`config.mk`:
```
export PLATFORM = sky130hd
export DESIGN_NAME = atm_tc_framer
export DESIGN_NICKNAME = d
export VERILOG_FILES = /design/src/rtl/atm_tc_pkg.sv /design/src/rtl/atm_tc_rx.sv /design/src/rtl/atm_tc_tx.sv /design/src/rtl/atm_tc_framer.sv
export SDC_FILE = /design/constraint.sdc
export NUM_CORES = 1
export LEC_CHECK = 0
export CAP_MARGIN = 20
export CELL_PAD_IN_SITES_DETAIL_PLACEMENT = 1
export CELL_PAD_IN_SITES_GLOBAL_PLACEMENT = 1
export CORE_MARGIN = 3
export CORE_UTILIZATION = 35
export CTS_BUF_LIST = sky130_fd_sc_hd__clkbuf_2 sky130_fd_sc_hd__clkbuf_4 sky130_fd_sc_hd__clkbuf_8
export DETAILED_ROUTE_END_ITERATION = 10
export DONT_BUFFER_PORTS = 1
export GPL_ROUTABILITY_DRIVEN = 0
export PLACE_DENSITY_LB_ADDON = 0.2
export SETUP_SLACK_MARGIN = 0.05
export SYNTH_ARGS = -nofsm -noshare
export SYNTH_HDL_FRONTEND = slang
export SYNTH_HIERARCHICAL = 1
export SYNTH_SLANG_ARGS = --single-unit
```
`constraint.sdc`:
```
create_clock -name clk -period 5.4 [get_ports clk]
set_clock_uncertainty 0.2 [all_clocks]
set_input_delay 0.81 -clock clk [delete_from_list [all_inputs] [get_ports clk]]
set_output_delay 0.81 -clock clk [all_outputs]
set_load 0.01 [all_outputs]
```
`src/rtl/atm_tc_pkg.sv`:
```
package atm_tc_pkg;

    localparam int          HDR_OCTETS = 5;
    localparam int          HEC_POS    = HDR_OCTETS - 1;
    localparam logic [31:0] NULL_HDR   = 32'h0000_0001;
    localparam logic [7:0]  HEC_POLY   = 8'h07;

    typedef enum logic [1:0] {
        DL_HUNT    = 2'd0,
        DL_PRESYNC = 2'd1,
        DL_SYNC    = 2'd2
    } delin_e;

    // one octet of the header CRC, most significant bit first
    function automatic logic [7:0] crc8_step(input logic [7:0] crc_in, input logic [7:0] octet);
        logic [7:0] c;
        c = crc_in ^ octet;
        for (int b = 0; b < 8; b++) begin
            c = c[7] ? ({c[6:0], 1'b0} ^ HEC_POLY) : {c[6:0], 1'b0};
        end
        return c;
    endfunction

    function automatic logic [7:0] hec_of(input logic [31:0] hdr, input logic [7:0] coset);
        logic [7:0] c;
        c = 8'h00;
        for (int i = 0; i < 4; i++) begin
            c = crc8_step(c, hdr[8*(3-i) +: 8]);
        end
        return c ^ coset;
    endfunction

endpackage

```
`src/rtl/atm_tc_rx.sv`:
```
module atm_tc_rx
    import atm_tc_pkg::*;
#(
    parameter int          CELL_LEN     = 53,
    parameter int          PRESYNC_GOOD = 6,
    parameter int          SYNC_BAD     = 7,
    parameter logic [7:0]  HEC_COSET    = 8'h55
) (
    input  logic       clk,
    input  logic       rst_n,
    input  logic       in_valid,
    input  logic [7:0] in_data,
    output logic       cell_valid,
    output logic [7:0] cell_data,
    output logic       cell_soc,
    output logic       in_sync
);

    localparam int POS_W = $clog2(CELL_LEN);
    localparam int REM_W = $clog2(CELL_LEN + 1);
    localparam int MAX_C = (PRESYNC_GOOD > SYNC_BAD) ? PRESYNC_GOOD : SYNC_BAD;
    localparam int CNT_W = $clog2(MAX_C + 1);

    typedef struct packed {
        delin_e                         st;
        logic [POS_W-1:0]               pos;
        logic [CNT_W-1:0]               cnt;
        logic [HDR_OCTETS-1:0][7:0]     win;
        logic [REM_W-1:0]               rem;
        logic                           ov;
        logic [7:0]                     od;
        logic                           os;
    } rx_state_t;

    rx_state_t   q, n;
    logic [31:0] hdr_word;
    logic        hec_ok;
    logic        is_null;
    logic        at_hec;

    always_comb begin
        hdr_word = {q.win[3], q.win[2], q.win[1], q.win[0]};
        hec_ok   = (hec_of(hdr_word, HEC_COSET) == in_data);
        is_null  = (hdr_word == NULL_HDR);
        at_hec   = (q.pos == POS_W'(HEC_POS));

        n    = q;
        n.ov = 1'b0;
        n.os = 1'b0;
        if (in_valid) begin
            n.win = {q.win[HDR_OCTETS-2:0], in_data};
            n.pos = (q.pos == POS_W'(CELL_LEN - 1)) ? '0 : q.pos + 1'b1;
            if (q.rem != '0) begin
                n.ov  = 1'b1;
                n.od  = q.win[HDR_OCTETS-1];
                n.os  = (q.rem == REM_W'(CELL_LEN));
                n.rem = q.rem - 1'b1;
            end
            case (q.st)
                DL_HUNT: begin
                    if (hec_ok) begin
                        n.st  = DL_PRESYNC;
                        n.cnt = '0;
                        n.pos = POS_W'(HDR_OCTETS);
                    end
                end
                DL_PRESYNC: begin
                    if (at_hec) begin
                        if (!hec_ok) begin
                            n.st  = DL_HUNT;
                            n.cnt = '0;
                        end else if (q.cnt == CNT_W'(PRESYNC_GOOD - 1)) begin
                            n.st  = DL_SYNC;
                            n.cnt = '0;
                        end else begin
                            n.cnt = q.cnt + 1'b1;
                        end
                    end
                end
                DL_SYNC: begin
                    if (at_hec) begin
                        if (hec_ok) begin
                            n.cnt = '0;
                            if (!is_null) begin
                                n.rem = REM_W'(CELL_LEN);
                            end
                        end else if (q.cnt == CNT_W'(SYNC_BAD - 1)) begin
                            n.st  = DL_HUNT;
                            n.cnt = '0;
                        end else begin
                            n.cnt = q.cnt + 1'b1;
                        end
                    end
                end
                default: n.st = DL_HUNT;
            endcase
        end
    end

    always_ff @(posedge clk or negedge rst_n) begin
        if (!rst_n) begin
            q <= '0;
        end else begin
            q <= n;
        end
    end

    assign cell_valid = q.ov;
    assign cell_data  = q.od;
    assign cell_soc   = q.os;
    assign in_sync    = (q.st == DL_SYNC);

endmodule

```
`src/rtl/atm_tc_tx.sv`:
```
module atm_tc_tx
    import atm_tc_pkg::*;
#(
    parameter int          CELL_LEN  = 53,
    parameter logic [7:0]  IDLE_FILL = 8'h6A,
    parameter logic [7:0]  HEC_COSET = 8'h55
) (
    input  logic       clk,
    input  logic       rst_n,
    input  logic       octet_en,
    input  logic       atm_avail,
    input  logic [7:0] atm_data,
    output logic       atm_rd,
    output logic       line_valid,
    output logic [7:0] line_data
);

    localparam int POS_W = $clog2(CELL_LEN);

    typedef struct packed {
        logic [POS_W-1:0] pos;
        logic             user;
        logic [7:0]       crc;
        logic             lv;
        logic [7:0]       ld;
    } tx_state_t;

    tx_state_t  q, n;
    logic       slot_user;
    logic       is_hdr;
    logic       is_hec;
    logic [7:0] src;

    always_comb begin
        slot_user = (q.pos == '0) ? atm_avail : q.user;
        is_hdr    = (q.pos < POS_W'(HEC_POS));
        is_hec    = (q.pos == POS_W'(HEC_POS));

        if (is_hec) begin
            src = q.crc ^ HEC_COSET;
        end else if (slot_user) begin
            src = atm_data;
        end else if (is_hdr) begin
            src = NULL_HDR[8*(3 - int'(q.pos)) +: 8];
        end else begin
            src = IDLE_FILL;
        end

        atm_rd = octet_en && slot_user && !is_hec;

        n    = q;
        n.lv = 1'b0;
        if (octet_en) begin
            n.lv   = 1'b1;
            n.ld   = src;
            n.user = slot_user;
            n.pos  = (q.pos == POS_W'(CELL_LEN - 1)) ? '0 : q.pos + 1'b1;
            if (is_hdr) begin
                n.crc = crc8_step((q.pos == '0) ? 8'h00 : q.crc, src);
            end
        end
    end

    always_ff @(posedge clk or negedge rst_n) begin
        if (!rst_n) begin
            q <= '0;
        end else begin
            q <= n;
        end
    end

    assign line_valid = q.lv;
    assign line_data  = q.ld;

endmodule

```
`src/rtl/atm_tc_framer.sv`:
```
module atm_tc_framer #(
    parameter int          CELL_LEN     = 53,
    parameter int          PRESYNC_GOOD = 6,
    parameter int          SYNC_BAD     = 7,
    parameter logic [7:0]  IDLE_FILL    = 8'h6A,
    parameter logic [7:0]  HEC_COSET    = 8'h55
) (
    input  logic       clk,
    input  logic       rst_n,
    input  logic       rx_in_valid,
    input  logic [7:0] rx_in_data,
    output logic       rx_cell_valid,
    output logic [7:0] rx_cell_data,
    output logic       rx_cell_soc,
    output logic       rx_in_sync,
    input  logic       tx_octet_en,
    input  logic       atm_tx_avail,
    input  logic [7:0] atm_tx_data,
    output logic       atm_tx_rd,
    output logic       tx_line_valid,
    output logic [7:0] tx_line_data
);

    atm_tc_rx #(
        .CELL_LEN     (CELL_LEN),
        .PRESYNC_GOOD (PRESYNC_GOOD),
        .SYNC_BAD     (SYNC_BAD),
        .HEC_COSET    (HEC_COSET)
    ) rx_i (
        .clk        (clk),
        .rst_n      (rst_n),
        .in_valid   (rx_in_valid),
        .in_data    (rx_in_data),
        .cell_valid (rx_cell_valid),
        .cell_data  (rx_cell_data),
        .cell_soc   (rx_cell_soc),
        .in_sync    (rx_in_sync)
    );

    atm_tc_tx #(
        .CELL_LEN  (CELL_LEN),
        .IDLE_FILL (IDLE_FILL),
        .HEC_COSET (HEC_COSET)
    ) tx_i (
        .clk        (clk),
        .rst_n      (rst_n),
        .octet_en   (tx_octet_en),
        .atm_avail  (atm_tx_avail),
        .atm_data   (atm_tx_data),
        .atm_rd     (atm_tx_rd),
        .line_valid (tx_line_valid),
        .line_data  (tx_line_data)
    );

endmodule

```
==> results.md, run 1 <==
* Run status: finished, final reports clean
* Number of unique standard cell types used by synthesis at 70
* Endpoints failing hold at 0
* Timing startpoint of the critical path: rx_i/hdr_word[29]
* Post-Synthesis Mean Instance Area at 10.4 sq um
* Area contributors post-synth: sky130_fd_sc_hd__dfrtp_1, sky130_fd_sc_hd__xnor3_1, sky130_fd_sc_hd__mux2_2
* I/O pin count at 42
* Quantity of gates resized following cts at 0
* Port Buffer Count at 0
* Largest family of logic cells by synthesized area: XOR/XNOR gates
* Peak per-stage delay on the critical path at ~0.75 ns
* Total of max-cap violations at 0
* Syn nets at between 600 and 700
* Number of max-slew violations in the final report at 0
* Type of the worst setup path: reg -> reg
* Cell-internal power at 2.44 mW
* Share of total power consumed by net switching at 0.419
* Terminus of the critical flop-to-flop path: rx_i/q[62]
* Setup slack after layout at between 0.7 and 0.8 ns
* Area share of and/or/nand/nor cells after synthesis at 0.143
* Setup violation total in the final timing report at 0
* Transition time at the pin with the least slew margin at 0.971 ns
* Total global routing overflow at 0
* Placed cell count at 788
* Achievable frequency at approximately 220 MHz
* Initial Util at 0.360
* Global-route usage over all layers at 0.162
* Number of cell rows at between 40 and 50
* Setup slack of the most critical reg-to-reg path at around 0.75 ns
* Clock power share at 0.141
* IR drop worst, VDD at 0.686 mV
* Final worst path period share at 0.861
* Setup TNS Final at 0 ns
* Clock sink count at 91
* CP Capture Type: flop
* Buffer and inverter count on the worst path at 1
* Power per cell area at 638 mW/mm^2
* Drt drc at 0
* Clock tree from TritonCTS: yes
* Launching element type of the critical path: flop
* Number of flip-flops and latches in the synthesized netlist at between 90 and 100
* Sum of internal, switching and leakage power at ~4.2 mW
* Detailed-router iteration count before antenna repair at 4
* Area of the core region at between 0.015 and 0.02 sq mm
* Area delta synth->final at 4.96%
* Cell-by-cell trace of the critical path: inv_1 > ha_1 > xnor2_2 > xor2_1 > xnor3_1 > or4b_1 > mux2i_1 > nor3_1 > a2111oi_4 > nand2_1 > a21o_1 > a22o_1
* Most frequent standard cell in the layout excluding fill and tap cells: sky130_fd_sc_hd__dfrtp_1
* Clock latency on the worst-skew pair at roughly 0.38 ns
* Clock buffer depth at 2
* Vias per Instance at 5.37
* Antenna violations before repair at 0
* Finished Layout Cells at 805
* Period minus WS final at ~4.6 ns
* Final design area excluding fillers at about 0.0066 sq mm
* Leading cell types in the layout, fill and taps excluded: sky130_fd_sc_hd__dfrtp_1, sky130_fd_sc_hd__nand2_1, sky130_fd_sc_hd__mux2_2
* Most area-hungry cell type in the Yosys netlist: sky130_fd_sc_hd__dfrtp_1
* Top FF cell, synth: sky130_fd_sc_hd__dfrtp_1
* Pleak at a little under 3 nW
* Number of H-tree levels at 3
* Die Area at roughly 0.020 sq mm
* Yosys warning count at 6
* Maximum number of pins on one net before global-route repair at between 90 and 100
* Total net switching power at about 1.8 mW
* Post-route core utilization at 0.378
* Adder-cell share of the synthesized area at 0.0359
* Cell at the root of the clock tree: sky130_fd_sc_hd__clkbuf_8
* End point of the critical path: rx_i/q[62]
* Number of synthesized flops with an enable pin at 0
* Number of stages on the worst setup path at 12
* Post-detailed-placement cell area at about 0.0063 sq mm
* Relative slew slack at 0.349
* Antenna diode count at 0
* Cell area after synthesis at 0.00628 sq mm
* Area fraction in compound gates after synthesis at 0.123
* Net count reported at finish at between 600 and 700
* Fraction of power consumed by sequential logic at 0.266
* R2r worst-path depth at 12
* Total number of vias at roughly 4300
* Clock transition at path regs at 0.10 ns
* Top delay family on crit path: XOR/XNOR gates
* Critical-path cell with the highest stage delay: sky130_fd_sc_hd__a2111oi_4
* Worst Path Required at approximately 5.5 ns
* Number of buffers added by the clock tree synthesis step at 9
* Height of the chip at 140 um
* Routed wire length per instance at about 19 um
* Fraction of final layout cells with drive strength greater than 1 at 0.136
* Fraction of synthesized cell area in xor and xnor cells at 0.177
* Setup WS pre-CTS at about 0.76 ns
* Detailed Route WL at about 15000 um
* Antenna Nets Post-Route at 0
* Worst min path class: in -> async
* Part of the power in combinational logic at 0.593
* Final-layout worst hold slack at roughly 0.11 ns
* Number of DRC violations after detailed-routing iteration 0 at 176
* Wire length of the first global-routing pass at 25500 um
* Multiplexer share of the synthesized area at 0.101
* Die span in x at 140 um
* Detailed placer's ending HPWL at 11100 um
* Cells after Synth at between 600 and 700
* Share of the synthesized area in the top cell type at 0.363
* Async set-reset flop share out of synthesis at 1.00
* Number of global-route vias before repair at between 4000 and 5000
* FF-to-FF Start: rx_i/hdr_word[29]
* Sequential fraction of the synthesis area at 0.363
* Largest fanout on the critical path at 12
* Unrepaired setup endpoints after global routing: false
* Worst path arrival time at about 4.7 ns
## worst reg2reg max path: cells and delay by family (launching register included)
| family | cells | cell delay (ns) |
|---|---|---|
| xor gates and xnor gates | 3 | 1.23 |
| DFF | 1 | 0.43 |
| AOI/OAI and AO/OA | 3 | 1.22 |
| adders and majority gates | 1 | 0.31 |
| and+or+nand+nor | 3 | 0.93 |
| buffers and inverters | 1 | 0.08 |
| muxes | 1 | 0.15 |
## routing by layer
metal  part of all wire  GRT usage  up-vias
met5                  0          0        -
met2               0.50      0.279       46
met1               0.46      0.211     2205
li1                   -          -     2057
met3              0.031     0.0290       11
met4             0.0099     0.0444        0
## state kept, by name, summed over array words and instances (netlist names)
name and cells:
rx_i/cell_data 8, tx_i/line_data 8, rx_i/q 25, rx_i/cell_soc 1
rx_i/hdr_word 32, tx_i/q 15, rx_i/cell_valid 1, tx_i/line_valid 1
## cell type report
cell class / instances / area (sq um)
inverters: 31 / 116
flip-flops and latches: 91 / 2280
clock buffers: 9 / 124
clock inverters: 7 / 123
well taps: 225 / 282
repair buffers: 1 / 27.5
fillers: 1951 / 10800
multi-input cells: 441 / 3640
## worst min-delay path by stage
stage                     from                end  slack (ns)  depth (start not counted)
global placement    rx_i/q[48]         rx_i/q[48]        0.30                          1
floorplan           rx_i/q[49]         rx_i/q[49]        0.27                          1
CTS                      rst_n  tx_i/line_data[5]        0.14                          1
global route             rst_n  tx_i/line_data[5]        0.12                          1
finish                   rst_n  tx_i/line_data[5]        0.11                          1
detailed placement  rx_i/q[48]         rx_i/q[48]        0.30                          1
## what timing repair did
action,4_1_cts,5_1_grt
endpoints found under the hold margin,91,0
hold buffers,1,0
buffers inserted,0,0
## cells by family after synthesis
| group | count (synthesis) |
|---|---|
| AOI/OAI and AO/OA | 113 |
| xor gates and xnor gates | 82 |
| adders and majority gates | 18 |
| buffers and inverters | 73 |
| DFF | 91 |
| muxes | 55 |
| and+or+nand+nor | 173 |
## Yosys cell counts, drive strengths merged (3+ instances only)
| master | count |
|---|---|
| a21o | 7 |
| a21oi | 18 |
| a22o | 6 |
| a22oi | 3 |
| a31oi | 9 |
| and3 | 4 |
| and4 | 3 |
| and4b | 3 |
| buf | 22 |
| clkbuf | 20 |
| dfrtp | 91 |
| ha | 18 |
| inv | 30 |
| mux2 | 44 |
| mux2i | 11 |
| nand2 | 50 |
| nand3 | 21 |
| nand3b | 3 |
| nand4 | 4 |
| nor2 | 40 |
| nor3 | 15 |
| nor3b | 3 |
| nor4 | 9 |
| o21ai | 44 |
| o31ai | 3 |
| or3 | 4 |
| xnor2 | 34 |
| xnor3 | 22 |
| xor2 | 21 |
| xor3 | 5 |
## power groups by stage
stage	registers, mW	clock network (mW)	logic, mW
after floorplan	1.00	0	2.21
after global placement	1.13	0	2.41
after detailed placement	1.13	0	2.48
after CTS	1.12	0.615	2.52
after global routing	1.15	0.648	2.73
final	1.12	0.594	2.49
No activity file was read; power rests on OpenSTA's default activity.
==> run 2, diff against run 1 <==
--- a/config.mk
+++ b/config.mk
@@ -5,6 +5,7 @@
 export SDC_FILE = /design/constraint.sdc
 export NUM_CORES = 1
 export LEC_CHECK = 0
+export BUFFER_PORTS_ARGS = -buffer_cell sky130_fd_sc_hd__buf_2
 export CAP_MARGIN = 20
 export CELL_PAD_IN_SITES_DETAIL_PLACEMENT = 1
 export CELL_PAD_IN_SITES_GLOBAL_PLACEMENT = 1
@@ -12,7 +13,6 @@
 export CORE_UTILIZATION = 35
 export CTS_BUF_LIST = sky130_fd_sc_hd__clkbuf_2 sky130_fd_sc_hd__clkbuf_4 sky130_fd_sc_hd__clkbuf_8
 export DETAILED_ROUTE_END_ITERATION = 10
-export DONT_BUFFER_PORTS = 1
 export GPL_ROUTABILITY_DRIVEN = 0
 export PLACE_DENSITY_LB_ADDON = 0.2
 export SETUP_SLACK_MARGIN = 0.05
==> run 2 against run 1 <==
Against the previous run: critical path depth up 1; register-to-register slack better by 0.21 ns; power down 1.4%; via count up 4.2%; sequential share of layout area down 0.80 points; combinational power up 3%; fmax up 4.7%.
==> results.md, run 2 (same netlist as run 1, synthesis figures left out) <==
* Detailed placer's ending HPWL at 11300 um
* R2r worst-path depth at 13
* Period minus WS final at 4.44 ns
* Number of stages on the worst setup path at 13
* Unrepaired setup endpoints after global routing: false
* Vias per Instance at between 5 and 6
* Clock latency on the worst-skew pair at 0.37 ns
* Net count reported at finish at around 660
* Drt drc at 0
* Area of the core region at 0.0174 sq mm
* Power per cell area at 614 mW/mm^2
* Clock transition at path regs at ~0.090 ns
* Antenna Nets Post-Route at 0
* Detailed Route WL at about 15000 um
* Die span in x at ~140 um
* Setup violation total in the final timing report at 0
* Die Area at approximately 0.020 sq mm
* Final worst path period share at 0.822
* Max reg flops at 32
* Number of cell rows at between 40 and 50
* IR drop worst, VDD at approximately 0.55 mV
* Relative slew slack at 0.348
* Cell at the root of the clock tree: sky130_fd_sc_hd__clkbuf_8
* Critical-path cell with the highest stage delay: sky130_fd_sc_hd__xnor3_1
* Quantity of gates resized following cts at 0
* Clock buffer depth at 2
* Achievable frequency at 225 MHz
* Most frequent standard cell in the layout excluding fill and tap cells: sky130_fd_sc_hd__dfrtp_1
* Number of DRC violations after detailed-routing iteration 0 at approximately 170
* Clock tree from TritonCTS: yes
* Leading cell types in the layout, fill and taps excluded: sky130_fd_sc_hd__dfrtp_1, sky130_fd_sc_hd__nand2_1, sky130_fd_sc_hd__mux2_2
* Finished Layout Cells at about 850
* Placed cell count at between 800 and 900
* Height of the chip at 140 um
* Setup slack after layout at 0.961 ns
* Detailed-router iteration count before antenna repair at 4
* Final design area excluding fillers at 0.00674 sq mm
* CP Capture Type: flop
* Number of max-slew violations in the final report at 0
* Number of buffers added for setup after CTS at 0
* Run status: finished, final reports clean
* I/O pin count at 42
* Endpoints failing hold at 0
* Maximum number of pins on one net before global-route repair at between 60 and 70
* Number of global-route vias before repair at 4850
* Type of the worst setup path: reg -> reg
* Area delta synth->final at 7.44%
* Post-detailed-placement cell area at between 0.006 and 0.007 sq mm
* Top delay family on crit path: XOR/XNOR gates
* Setup TNS Final at 0 ns
* Wire length of the first global-routing pass at roughly 25000 um
* Transition time at the pin with the least slew margin at 0.974 ns
* Setup WS pre-CTS at approximately 0.96 ns
* Number of buffers added by the clock tree synthesis step at 9
* Initial Util at 0.360
* Port Buffer Count at 41
* Worst path arrival time at approximately 4.5 ns
* Total number of vias at around 4500
* Global-route usage over all layers at 0.160
* Total of max-cap violations at 0
* Cell count of the worst hold path at 1
* Pleak at ~3 nW
* Cell-by-cell trace of the critical path: inv_1 > ha_1 > xnor2_2 > xor2_1 > xnor3_1 > or4b_1 > mux2i_1 > nor3_1 > a2111oi_4 > buf_4 > and4b_1 > o21ai_0 > a22o_1
* Final-layout worst hold slack at about 0.31 ns
* Launching element type of the critical path: flop
* Worst Path Required at ~5.5 ns
* Number of buffers added to fix hold violations after cts at 0
* Routed wire length per instance at approximately 18 um
* Number of H-tree levels at 3
* Antenna diode count at 0
* Fraction of final layout cells with drive strength greater than 1 at 0.192
* Antenna violations before repair at 0
* Worst min path class: reg -> reg
* Total global routing overflow at 0
* Buffer and inverter count on the worst path at 2
* Clock sink count at approximately 90
* Largest fanout on the critical path at 12
* Peak per-stage delay on the critical path at 0.54 ns
run 2: cell count changes in the layout (fill, tap and decap cells not counted):
cell	previous run	this run
sky130_fd_sc_hd__buf_2	0	40
sky130_fd_sc_hd__buf_4	0	5
sky130_fd_sc_hd__inv_6	2	0
sky130_fd_sc_hd__buf_16	1	0
sky130_fd_sc_hd__bufinv_16	3	2
sky130_fd_sc_hd__clkinvlp_4	2	1
run 2: through the flow:
| stage | util | power (mW) |
|---|---|---|
| 5_1_grt | 0.387 | 4.50 |
| 4_1_cts | 0.387 | 4.20 |
| 2_1_floorplan | - | 3.21 |
| 6_report | 0.387 | 4.14 |
| 3_5_place_dp | 0.376 | 3.67 |
| 3_3_place_gp | 0.376 | 3.60 |
run 2: final timing paths:
check,start,end,slack [ns]
max,rx_i/hdr_word[28],rx_i/q[13],0.96
min,rx_i/q[53],rx_i/cell_data[5],0.31
max reg2reg,rx_i/hdr_word[28],rx_i/q[13],0.96
min reg2reg,rx_i/q[53],rx_i/cell_data[5],0.31
max in group asynchronous,rst_n,rx_i/q[55],3.72
min in group asynchronous,rst_n,tx_i/q[22],0.36
run 2: routing by layer:
layer / routed length, um / part of all wire / global-route usage
met5: 0 / 0 / 0
met4: 198 / 0.013 / 0.0444
met3: 380 / 0.025 / 0.0297
met2: 7690 / 0.51 / 0.277
met1: 6960 / 0.46 / 0.206
run 2: power breakdown:
part / internal, mW / switching [mW]
clock network: 0.251 / 0.244
registers: 0.858 / 0.228
logic: 1.31 / 1.25
run 2: worst register-to-register path, cell delays in order, from the launching register on:
cell and delay, ns:
sky130_fd_sc_hd__dfrtp_1 0.41, sky130_fd_sc_hd__inv_1 0.08, sky130_fd_sc_hd__ha_1 0.34, sky130_fd_sc_hd__xnor2_2 0.25, sky130_fd_sc_hd__xor2_1 0.44, sky130_fd_sc_hd__xnor3_1 0.54, sky130_fd_sc_hd__or4b_1 0.52, sky130_fd_sc_hd__mux2i_1 0.14
sky130_fd_sc_hd__nor3_1 0.09, sky130_fd_sc_hd__a2111oi_4 0.33, sky130_fd_sc_hd__buf_4 0.26, sky130_fd_sc_hd__and4b_1 0.33, sky130_fd_sc_hd__o21ai_0 0.13, sky130_fd_sc_hd__a22o_1 0.28
run 2: area by class of cell:
class / instances / area, sq um
timing repair buffer: 45 / 238
fill: 1973 / 10700
sequential: 91 / 2280
clock inverter: 3 / 67.6
tap: 225 / 282
clock buffer: 9 / 124
multi-input combinational: 441 / 3640
inverter: 31 / 116
